`src/rtl/dly_pkg.sv`:
```
package dly_pkg;

    typedef enum logic {
        SLOT_FREE = 1'b0,
        SLOT_HELD = 1'b1
    } slot_state_e;

    // Width of a slot index for a pool of the given depth (at least one bit).
    function automatic int id_width(input int depth);
        return (depth > 1) ? $clog2(depth) : 1;
    endfunction

endpackage

```
`src/rtl/dly_slot_fsm.sv`:
```
module dly_slot_fsm
    import dly_pkg::*;
(
    input  logic clk,
    input  logic rst_n,
    input  logic alloc_i,
    input  logic release_i,
    output logic is_free_o
);

    slot_state_e state_q;
    slot_state_e state_d;

    // Next state: claim, retire or recycle.
    always_comb begin
        state_d = state_q;
        unique case (state_q)
            SLOT_FREE: begin
                if (alloc_i) state_d = SLOT_HELD;      // claim
            end
            SLOT_HELD: begin
                if (alloc_i)        state_d = SLOT_HELD; // recycle
                else if (release_i) state_d = SLOT_FREE; // retire
            end
            default: state_d = SLOT_FREE;
        endcase
    end

    // State register.
    always_ff @(posedge clk or negedge rst_n) begin
        if (!rst_n) state_q <= SLOT_FREE;
        else        state_q <= state_d;
    end

    // Outputs.
    always_comb begin
        is_free_o = (state_q == SLOT_FREE);
    end

    // a grant only lands on a slot that is free or being released.
    p_claim_legal_r6: assert property (@(posedge clk) disable iff (!rst_n)
        alloc_i |-> (is_free_o || release_i));

    // a claimed slot is held on the next cycle, even when it is also released.
    p_claim_holds_r5: assert property (@(posedge clk) disable iff (!rst_n)
        alloc_i |=> !is_free_o);

    // a release with no new claim returns the slot to the pool.
    p_retire_frees_r6: assert property (@(posedge clk) disable iff (!rst_n)
        (release_i && !alloc_i) |=> is_free_o);

endmodule

```
`src/rtl/dly_ffs_alloc.sv`:
```
module dly_ffs_alloc #(
    parameter int N   = 8,
    parameter int IDW = 3
) (
    input  logic           clk,
    input  logic           rst_n,
    input  logic [N-1:0]   avail_i,
    output logic [N-1:0]   grant_o,
    output logic [IDW-1:0] idx_o,
    output logic           found_o
);

    // Lowest-index available slot: scan from the top so the lowest wins.
    always_comb begin
        idx_o   = '0;
        found_o = 1'b0;
        for (int i = N - 1; i >= 0; i--) begin
            if (avail_i[i]) begin
                idx_o   = IDW'(i);
                found_o = 1'b1;
            end
        end
    end

    always_comb begin
        grant_o = found_o ? (N'(1) << idx_o) : '0;
    end

    // at most one slot granted.
    p_grant_onehot_r6: assert property (@(posedge clk) disable iff (!rst_n)
        $onehot0(grant_o));

    // the granted slot is available and no lower slot is.
    p_grant_lowest_r6: assert property (@(posedge clk) disable iff (!rst_n)
        found_o |-> (((grant_o - N'(1)) & avail_i) == '0) && ((grant_o & avail_i) != '0));

    // any availability yields a grant.
    p_grant_found_r6: assert property (@(posedge clk) disable iff (!rst_n)
        (|avail_i) |-> found_o);

endmodule

```
`src/rtl/dly_tag_pipe.sv`:
```
module dly_tag_pipe #(
    parameter int DEPTH = 8,
    parameter int IDW   = 3
) (
    input  logic             clk,
    input  logic             rst_n,
    input  logic             push_valid_i,
    input  logic [IDW-1:0]   push_id_i,
    output logic             tail_valid_o,
    output logic [IDW-1:0]   tail_id_o,
    output logic [DEPTH-1:0] occ_o
);

    logic [DEPTH-1:0] vld_q;
    logic [IDW-1:0]   id_q [DEPTH];

    for (genvar g = 0; g < DEPTH; g++) begin : g_stage
        if (g == 0) begin : g_head
            always_ff @(posedge clk or negedge rst_n) begin
                if (!rst_n) begin
                    vld_q[0] <= 1'b0;
                    id_q[0]  <= '0;
                end else begin
                    vld_q[0] <= push_valid_i;
                    id_q[0]  <= push_id_i;
                end
            end
        end else begin : g_body
            always_ff @(posedge clk or negedge rst_n) begin
                if (!rst_n) begin
                    vld_q[g] <= 1'b0;
                    id_q[g]  <= '0;
                end else begin
                    vld_q[g] <= vld_q[g-1];
                    id_q[g]  <= id_q[g-1];
                end
            end
        end
    end

    assign tail_valid_o = vld_q[DEPTH-1];
    assign tail_id_o    = id_q[DEPTH-1];
    assign occ_o        = vld_q;

endmodule

```
`src/rtl/dly_slot_store.sv`:
```
module dly_slot_store #(
    parameter int N   = 8,
    parameter int W   = 32,
    parameter int IDW = 3
) (
    input  logic           clk,
    input  logic           wr_en_i,
    input  logic [IDW-1:0] wr_idx_i,
    input  logic [W-1:0]   wr_data_i,
    input  logic [IDW-1:0] rd_idx_i,
    output logic [W-1:0]   rd_data_o
);

    logic [W-1:0] mem_q [N];

    always_ff @(posedge clk) begin
        if (wr_en_i) mem_q[wr_idx_i] <= wr_data_i;
    end

    assign rd_data_o = mem_q[rd_idx_i];

endmodule

```
`src/rtl/idshift_delay_line.sv`:
```
module idshift_delay_line #(
    parameter int DELAY      = 8,
    parameter int DATA_WIDTH = 32
) (
    input  logic                  clk,
    input  logic                  rst_n,
    input  logic                  in_valid,
    input  logic [DATA_WIDTH-1:0] in_data,
    output logic                  out_valid,
    output logic [DATA_WIDTH-1:0] out_data
);

    localparam int SLOTS = DELAY;
    localparam int IDW   = dly_pkg::id_width(DELAY);
    localparam int CNTW  = $clog2(DELAY + 1);

    logic [SLOTS-1:0]      free_vec;
    logic [SLOTS-1:0]      rel_vec;
    logic [SLOTS-1:0]      avail_vec;
    logic [SLOTS-1:0]      grant_vec;
    logic [SLOTS-1:0]      alloc_vec;
    logic [SLOTS-1:0]      occ_vec;
    logic [IDW-1:0]        grant_idx;
    logic                  grant_found;
    logic                  tail_valid;
    logic [IDW-1:0]        tail_id;
    logic [DATA_WIDTH-1:0] rd_data;
    logic                  out_valid_q;
    logic [DATA_WIDTH-1:0] out_data_q;

    // Slot leaving the pipeline this cycle is offered again at once.
    assign rel_vec   = tail_valid ? (SLOTS'(1) << tail_id) : '0;
    assign avail_vec = free_vec | rel_vec;
    assign alloc_vec = in_valid ? grant_vec : '0;

    dly_ffs_alloc #(.N(SLOTS), .IDW(IDW)) u_alloc (
        .clk     (clk),
        .rst_n   (rst_n),
        .avail_i (avail_vec),
        .grant_o (grant_vec),
        .idx_o   (grant_idx),
        .found_o (grant_found)
    );

    for (genvar s = 0; s < SLOTS; s++) begin : g_slot
        dly_slot_fsm u_fsm (
            .clk       (clk),
            .rst_n     (rst_n),
            .alloc_i   (alloc_vec[s]),
            .release_i (rel_vec[s]),
            .is_free_o (free_vec[s])
        );
    end

    dly_tag_pipe #(.DEPTH(DELAY), .IDW(IDW)) u_pipe (
        .clk          (clk),
        .rst_n        (rst_n),
        .push_valid_i (in_valid & grant_found),
        .push_id_i    (grant_idx),
        .tail_valid_o (tail_valid),
        .tail_id_o    (tail_id),
        .occ_o        (occ_vec)
    );

    dly_slot_store #(.N(SLOTS), .W(DATA_WIDTH), .IDW(IDW)) u_store (
        .clk       (clk),
        .wr_en_i   (in_valid & grant_found),
        .wr_idx_i  (grant_idx),
        .wr_data_i (in_data),
        .rd_idx_i  (tail_id),
        .rd_data_o (rd_data)
    );

    always_ff @(posedge clk or negedge rst_n) begin
        if (!rst_n) begin
            out_valid_q <= 1'b0;
            out_data_q  <= '0;
        end else begin
            out_valid_q <= tail_valid;
            if (tail_valid) out_data_q <= rd_data;
        end
    end

    assign out_valid = out_valid_q;
    assign out_data  = out_data_q;

    // Cycles since reset, saturating at DELAY; used by the quiet-window check.
    logic [CNTW-1:0] since_rst_q;
    always_ff @(posedge clk or negedge rst_n) begin
        if (!rst_n)                       since_rst_q <= '0;
        else if (since_rst_q < CNTW'(DELAY)) since_rst_q <= since_rst_q + CNTW'(1);
    end

    // no output during the first DELAY cycles after reset.
    p_quiet_start_r1: assert property (@(posedge clk) disable iff (!rst_n)
        (since_rst_q < CNTW'(DELAY)) |-> !out_valid);

    // a full-rate stream never finds the pool empty.
    p_no_exhaust_r5: assert property (@(posedge clk) disable iff (!rst_n)
        in_valid |-> grant_found);

    // held slots match tags in flight.
    p_held_matches_inflight_r6: assert property (@(posedge clk) disable iff (!rst_n)
        $countones(~free_vec) == $countones(occ_vec));

endmodule

```
`config.mk`:
```
export PLATFORM = sky130hd
export DESIGN_NAME = idshift_delay_line
export DESIGN_NICKNAME = d
export VERILOG_FILES = /design/src/rtl/dly_pkg.sv /design/src/rtl/dly_slot_fsm.sv /design/src/rtl/dly_ffs_alloc.sv /design/src/rtl/dly_tag_pipe.sv /design/src/rtl/dly_slot_store.sv /design/src/rtl/idshift_delay_line.sv
export SDC_FILE = /design/constraint.sdc
export NUM_CORES = 1
export LEC_CHECK = 0
export CAP_MARGIN = 0
export CORE_MARGIN = 5
export CORE_UTILIZATION = 30
export CTS_CLUSTER_DIAMETER = 50
export DETAILED_ROUTE_END_ITERATION = 7
export HOLD_SLACK_MARGIN = 0.15
export PLACE_DENSITY = 0.45
export RECOVER_POWER = 25
export SYNTH_ARGS = -nofsm -noshare
export SYNTH_HDL_FRONTEND = slang
export SYNTH_HIERARCHICAL = 1
export SYNTH_SLANG_ARGS = --single-unit
```
`constraint.sdc`:
```
create_clock -name clk -period 13.7 [get_ports clk]
set_clock_uncertainty 0.05 [all_clocks]
set_input_delay 4.11 -clock clk [delete_from_list [all_inputs] [get_ports clk]]
set_output_delay 4.11 -clock clk [all_outputs]
set_load 0.01 [all_outputs]
```
---- Yosys cells after proc, flatten, opt, wreduce, memory -nomap -nowiden ----
Memories as Yosys holds them, arrays and structs flattened. A register that Yosys moved wholly into a read port is not among the register bits.
Index checks and enable logic that the tools add are counted.
word-level totals
  flip-flop bits (word level) ............. 41
  memories kept ........................... 1
  RAM bits ................................ 256
  logic and storage cells ................. 92
  input port bits ......................... 35
  output and inout port bits .............. 33
  ROM bits ................................ 0
  bits in latches ......................... 0
cells by class
  reductions and logical operators ........ 1
  shift-type cells ........................ 2
  magnitude comparators ................... 0
  multiply operators ...................... 0
  muxes and demuxes ....................... 53
  bitwise logic cells ..................... 10
  divide/modulo/power cells ............... 0
  eq/ne operators ......................... 0
  $add $sub $neg .......................... 0
memories
  name           depth  width  read ports  clocked after Yosys merged registers in  write ports  line                  text
  u_store.mem_q  8      32     1           1                                        1            dly_slot_store.sv:14  logic [W-1:0] mem_q [N];
operator list
  cell                                              number
  two-way mux 1 bit                                 34
  two-way mux 3 bit                                 8
  two-way mux 8 bit                                 3
  case mux 1 bit (2 select lines)                   8
  left shift 1 x 3 -> 8 bit (first input constant)  2
  inverter 1 bit                                    8
  OR 8 bit                                          1
  bitwise AND 1 bit                                 1
  zero test 1 bit                                   1

---- Depth between registers and ports, before layout ----
Gate-level depths: netlist of the first run.
  depth in word-level cells ............... 16
  mapped depth ............................ 9
  depth with buffers taken out ............ 7

---- Modules after synthesis ----
The synthesis of the first run kept the hierarchy.
by module, submodules not included
  module              area each (um^2)  cells each  instances  sequential area each (um^2)
  dly_slot_store      9825.7            383         1          7687.4
  idshift_delay_line  1431.4            102         1          825.8
  dly_tag_pipe        830.8             36          1          800.8
  dly_slot_fsm        40.0              3           8          25.0
  dly_ffs_alloc       140.1             25          1          0.0

---- Worst setup path before layout of the first run ----
Ideal clock, no wire load.
  kind .................................... input port to flip-flop
  from .................................... input port in_valid
  to ...................................... memory u_store.mem_q[0][0], enable pin
  path buffers ............................ 0
  arrival ................................. 6.560 ns
  cell stages on the path ................. 3
  setup time .............................. 0.461 ns
  path slack .............................. 6.629 ns
  cell sequence ........................... and2_1 -> nand2b_1 -> nor3_1
on the way
  word-level cells in the longest chain between the ends .. 3
ends and longest elaborated chain
  item                                     line                      text
  from (decl)                              idshift_delay_line.sv:7   input logic in_valid,
  bitwise AND 1 bit                        idshift_delay_line.sv:67  .wr_en_i (in_valid & grant_found),
  two-way mux 1 bit                        dly_slot_store.sv:17      if (wr_en_i) mem_q[wr_idx_i] <= wr_data_i;
  two-way mux 1 bit (implied by the code)  dly_slot_store.sv:17
  to (decl)                                dly_slot_store.sv:14
Every way passes these cells.

---- Worst setup path after layout of the first run ----
  from .................................... register u_pipe.id_q (netlist bit u_pipe/tail_id_o[0])
  to ...................................... memory u_store.mem_q[7][5], enable pin
RTL lines
  item                               line                      text
  from (decl)                        dly_tag_pipe.sv:15        logic [IDW-1:0] id_q [DEPTH];
  from (signal, indexed assignment)  dly_tag_pipe.sv:35        id_q[g] <= id_q[g-1];
  left shift 1 x 3 -> 8 bit          idshift_delay_line.sv:32  assign rel_vec = tail_valid ? (SLOTS'(1) << tail_id) : '0;
  two-way mux 8 bit                  idshift_delay_line.sv:32
  OR 8 bit                           idshift_delay_line.sv:33  assign avail_vec = free_vec | rel_vec;
  named net avail_vec[5]             idshift_delay_line.sv:19  logic [SLOTS-1:0] avail_vec;
  two-way mux 3 bit (6 in series)    dly_ffs_alloc.sv:18       if (avail_i[i]) begin
  named net grant_idx[0]             idshift_delay_line.sv:23  logic [IDW-1:0] grant_idx;
The timed path passes the listed nets, and every way through them passes these cells.

==> reports/metrics.yaml, run 1 <==
status: "finished, violations left"
violations: "capacitance limit, slew limit"
critPathSlowestCell: "clkbuf_1"
p_per_area_mw_per_mm2: 147
yosys_warnings: 6
grt_start_max_net_pins: 74
antenna_found_initial: 2
firstDrtPassIters: 4
dpl_worst_slack_ps: 6520
syn_to_final_growth_pct: 21.8
tightest_slew_ps: 4000
num_vias: 5637
dieArea_mm2: 0.0460
max_stage_delay_ps: 2880
cts_num_sinks: 329
min_path_cells: 0
path_class: "flip-flop to flip-flop"
r2r-end: "u_store/mem_q[7][5]"
die_y_um: 214
fin_total_pwr_mw: 2.24
postCtsSetupBuffers: 0
num_io_pins: 68
ir_worst_vdd_mv: 0.0700
grtUsageTotal_pct: 10.8
netlist_instances: 569
rows: 75
setup_slack_ps: 6380
viasPerCell: 4.59
diodes: 0
drcViolationCount: 0
relSlewSlack_pct: -167
finalSetupViolations: 0
path_max_fanout: 49
grt_overflow: 0
hold_path_class: "flip-flop to flip-flop"
cp_cell_sequence: "clkbuf_1, a41o_1, nor2_1, a221o_1, a21oi_1, nand2_1, nor2_4"
start_kind: "flip-flop"
rrSetupSlack_ps: 6380
wl_mm: 24.7
cts_resized: 0
clk_path_buf_depth: 3
design_area_mm2: 0.0153
wl_per_cell_um: 20.1
timing.final.crit_share_pct: 53.4
core_area_mm2: 0.0417
initial_core_util_pct: 30.1
die_w_um: 214
rsz0062_at_grt: "no"
arrival_ps: 7400
io_buffers: 67
gp_congestion: 0.702
final_nets: 692
clk_pin_slew_worst_paths_ps: 60
insertion_delay_ps: 530
layout-drive-gt1-share_pct: 27.4
fin_crit_ps: 7320
max_freq_mhz: 137
rr_startpoint: "u_pipe/tail_id_o[0]"
drtIter0Drc: 281
min_from: "u_pipe/id_q[20]"
h-tree-depth: 2
crit_required_ps: 13780
cellLeakagePower_nw: 5.26
cts_root_buf: "clkbuf_16"
final_util_pct: 36.7
whs_endpoint: "u_pipe/id_q[17]"
cts_buffers: 42
cts_tree: "done"
drv_cap: 2
hold_viol: 0
ctsHoldBuffers: 0
syn_avg_cell_area_um2: 22.0
synthesis.area_mm2: 0.0125
ant_nets: 0
place_area_mm2: 0.0138
fin_tns_setup_ps: 0
end_kind: "flip-flop"
slew_violations: 93
dp_hpwl_mm: 13.7
syn_nets: 604
grt_pass1_wl_mm: 38.3
grt_pass1_vias: 6165
r2r_cells: 7
power breakdown:
group	leakage [nW]	switching (mW)	internal, mW
combinational	1.27	0.0153	0.00764
clock	0.715	0.419	0.726
sequential	3.27	0	1.08
total	5.26	0.434	1.81
worst max-delay path by stage:
stage	from	to	slack, ps
after CTS	in_valid	u_store/mem_q[4][11]	7060
after detailed placement	in_valid	u_store/mem_q[4][19]	6520
after global routing	u_pipe/tail_id_o[0]	u_store/mem_q[3][1]	5570
after floorplan	in_valid	u_store/mem_q[0][0]	6630
after global placement	in_valid	u_store/mem_q[4][4]	6570
final	u_pipe/tail_id_o[0]	u_store/mem_q[7][5]	6380
stage by stage:
stage | hold slack (ps) | instances
floorplan | 281 | 569
global placement | 282 | 1151
detailed placement | 285 | 1151
CTS | 297 | 1228
global route | 300 | 1229
finish | 296 | 1229
metal layers:
layer	share of wire, %	vias up	GRT usage [%]	routed length (µm)
met5	0.053	-	0	13
met4	2.0	2	3.37	492
met3	4.6	40	2.74	1150
met2	50	116	17.8	12200
met1	44	2967	14.2	10800
li1	-	2512	-	-
critical path: cells and delay by family (launching register included):
family | cells | cell delay (ps)
buf+inv | 1 | 2880
compound gates | 3 | 1420
simple gates | 3 | 1330
flops | 1 | 1210
sequential cells by signal (all words and copies together) (netlist names):
name	cells
g_slot.u_fsm/state_q	8
out_data	32
out_valid	1
u_pipe/id_q	21
u_pipe/occ_o	7
u_pipe/tail_id_o	3
u_pipe/tail_valid_o	1
u_store/mem_q	256
final cells by class:
class                           instances  area, µm²
Multi-Input combinational cell        198       2840
Fill cell                            3858      26400
Clock inverter                         26        353
Timing Repair Buffer                   73        713
Inverter                               13       48.8
Clock buffer                           51       1130
Sequential cell                       329       9520
Tap cell                              539        674
cell usage in the layout (no fill, tap or decap), types with 6 or more instances in the layout:
master           instances
o21bai_2                 8
and2_1                  11
mux4_1                  40
nor2_4                   6
mux4_2                  24
bufinv_16                7
nand2_1                  6
mux2_2                  59
dfrtp_1                 71
clkbuf_1                 7
edfxtp_1               256
nor2_1                   8
dlygate4sd3_1           16
clkbuf_16               43
inv_2                    9
clkdlybuf4s50_1         50
Note: power is estimated with default switching activity, not from simulation.
==> run 2, diff against run 1 <==
--- a/config.mk
+++ b/config.mk
@@ -11,7 +11,7 @@
 export CTS_CLUSTER_DIAMETER = 50
 export DETAILED_ROUTE_END_ITERATION = 7
 export HOLD_SLACK_MARGIN = 0.15
-export PLACE_DENSITY = 0.45
+export PLACE_DENSITY = 0.46
 export RECOVER_POWER = 25
 export SYNTH_ARGS = -nofsm -noshare
 export SYNTH_HDL_FRONTEND = slang
==> constraint.sdc (replaced) <==
create_clock -name clk -period 6 [get_ports clk]
set_clock_uncertainty 0.05 [all_clocks]
set_input_delay 1.8 -clock clk [delete_from_list [all_inputs] [get_ports clk]]
set_output_delay 1.8 -clock clk [all_outputs]
set_load 0.01 [all_outputs]
==> run 2 against run 1 <==
  * The flow now finishes without violations
  * Critical path depth grew 1
  * Combinational power grew 130%
  * Hold slack got worse by 1.3 ps
  * Non-clock buffer count up 2
  * Register-to-register slack got worse by 4900 ps
  * Fmax increased by 63%
  * Sequential share of layout area is 0.37 points higher
  * Total power rose by 120%
==> reports/metrics.yaml, run 2 (synthesis results as in run 1) <==
hold_ws_ps: 295
cts_resized: 0
grt_overflow: 0
hold_viol: 0
path_max_fanout: 42
hold_path_class: "flip-flop to flip-flop"
whs_endpoint: "u_pipe/tail_valid_o"
cts_root_buf: "clkbuf_16"
max_stage_delay_ps: 1070
timing.final.crit_share_pct: 74.6
viasPerCell: 4.63
h-tree-depth: 2
place_inst: 1154
power_frac_comb_pct: 1.1
dpl_worst_slack_ps: 1420
wl_per_cell_um: 21.1
min_path_cells: 0
diodes: 0
cpMostUsedCell: "nand2b_1"
relSlewSlack_pct: 21.0
initial_core_util_pct: 30.1
rsz0062_at_grt: "no"
syn_to_final_growth_pct: 21.2
start_kind: "flip-flop"
r2r_cells: 8
antenna_found_initial: 1
switching_power_mw: 1.00
wl_mm: 25.9
drcViolationCount: 0
end_kind: "flip-flop"
final_nets: 694
dieArea_mm2: 0.0460
final_common_cell: "edfxtp_1"
design_area_mm2: 0.0152
die_y_um: 214
layout-drive-gt1-share_pct: 28.6
grt_pass1_vias: 6336
gp_congestion: 0.773
dp_hpwl_mm: 14.7
ir_worst_vdd_mv: 0.184
regMostFlops: "u_store/mem_q"
fin_crit_ps: 4480
firstDrtPassIters: 4
status: "finished, final reports clean"
fin_tns_setup_ps: 0
cts_num_sinks: 329
num_io_pins: 68
cts_buffers: 42
rr_startpoint: "u_pipe/tail_valid_o"
p_int_mw: 3.95
cts_tree: "done"
die_w_um: 214
arrival_ps: 4660
pwr-share-seq_pct: 49.7
drv_cap: 0
swShare_pct: 20.2
crit_required_ps: 6180
ff_latch_area_mm2: 0.00952
rrSetupSlack_ps: 1520
finalSetupViolations: 0
place_area_mm2: 0.0138
largest_reg_flops: 256
multi_input_area_mm2: 0.00284
clk_pin_slew_worst_paths_ps: 50
ctsHoldBuffers: 0
tightest_slew_ps: 1180
ant_nets: 0
min_from: "u_pipe/occ_o[6]"
setup_slack_ps: 1520
io_buffers: 67
crit_buf_inv: 1
rows: 75
grt_start_max_net_pins: 74
r2r-end: "u_store/mem_q[5][17]"
nFillCells: 3829
instances_no_fill: 1229
cp_cell_sequence: "nand2_1, o21bai_1, nand2b_1, a221o_1, a21oi_1, nand2b_1, nor2_4, buf_4"
layout_common_cells: "256 x edfxtp_1, 69 x dfrtp_1, 64 x mux2_2"
grtUsageTotal_pct: 11.5
critPathSlowestCell: "dfrtp_2"
clkPwrFrac_pct: 49.2
max_freq_mhz: 223
clk_path_buf_depth: 3
insertion_delay_ps: 540
crit_family: "simple AND/OR/NAND/NOR gates"
p_per_area_mw_per_mm2: 326
slew_violations: 0
core_area_mm2: 0.0417
path_class: "flip-flop to flip-flop"
drtIter0Drc: 245
postCtsSetupBuffers: 0
cellLeakagePower_nw: 5.23
grt_pass1_wl_mm: 40.1
num_vias: 5690
==> run 2: power by group through the flow <==
stage,combinational [mW],sequential (mW),clock (mW)
floorplan,0.0000447,2.51,0
global placement,0.0559,2.51,0
detailed placement,0.0588,2.51,0
CTS,0.0589,2.46,2.53
global route,0.0609,2.46,2.63
finish,0.0528,2.46,2.44
==> run 2: worst reg2reg max path, cell delays in order, from the launching register on <==
cell and delay [ps]:
dfrtp_2 1070, nand2_1 300, o21bai_1 340, nand2b_1 110, a221o_1 370, a21oi_1 490, nand2b_1 260, nor2_4 800
buf_4 380
==> run 2: cell type report <==
cell class	instances	area share [%]
Timing Repair Buffer	75	4.79
Tap cell	539	4.44
Inverter	13	0.321
Multi-Input combinational cell	198	18.7
Clock buffer	51	7.55
Sequential cell	329	62.7
Clock inverter	24	1.52
==> run 2: worst max path at each step <==
stage	startpoint	to	slack (ps)	depth (start not counted)
after floorplan	in_valid	u_store/mem_q[0][0]	1240	3
after global placement	u_pipe/tail_valid_o	u_store/mem_q[1][14]	1600	8
after detailed placement	u_pipe/tail_valid_o	u_store/mem_q[1][14]	1420	8
after CTS	u_pipe/tail_valid_o	u_store/mem_q[5][17]	1430	8
after global routing	u_pipe/tail_valid_o	u_store/mem_q[5][17]	1170	8
final	u_pipe/tail_valid_o	u_store/mem_q[5][17]	1520	8
==> run 2: per-layer routing <==
metal / up-vias / track usage (%) / wire [µm]
met1: 2995 / 15.2 / 11600
met2: 143 / 19.0 / 12500
li1: 2503 / - / -
met5: - / 0 / 13
met3: 47 / 3.04 / 1250
met4: 2 / 3.41 / 576
==> run 2: stage by stage <==
| step | total power [mW] | util, % |
|---|---|---|
| 6_report | 4.95 | 36.5 |
| 3_3_place_gp | 2.56 | 33.2 |
| 3_5_place_dp | 2.56 | 33.2 |
| 4_1_cts | 5.05 | 36.5 |
| 2_1_floorplan | 2.51 | - |
| 5_1_grt | 5.15 | 36.5 |
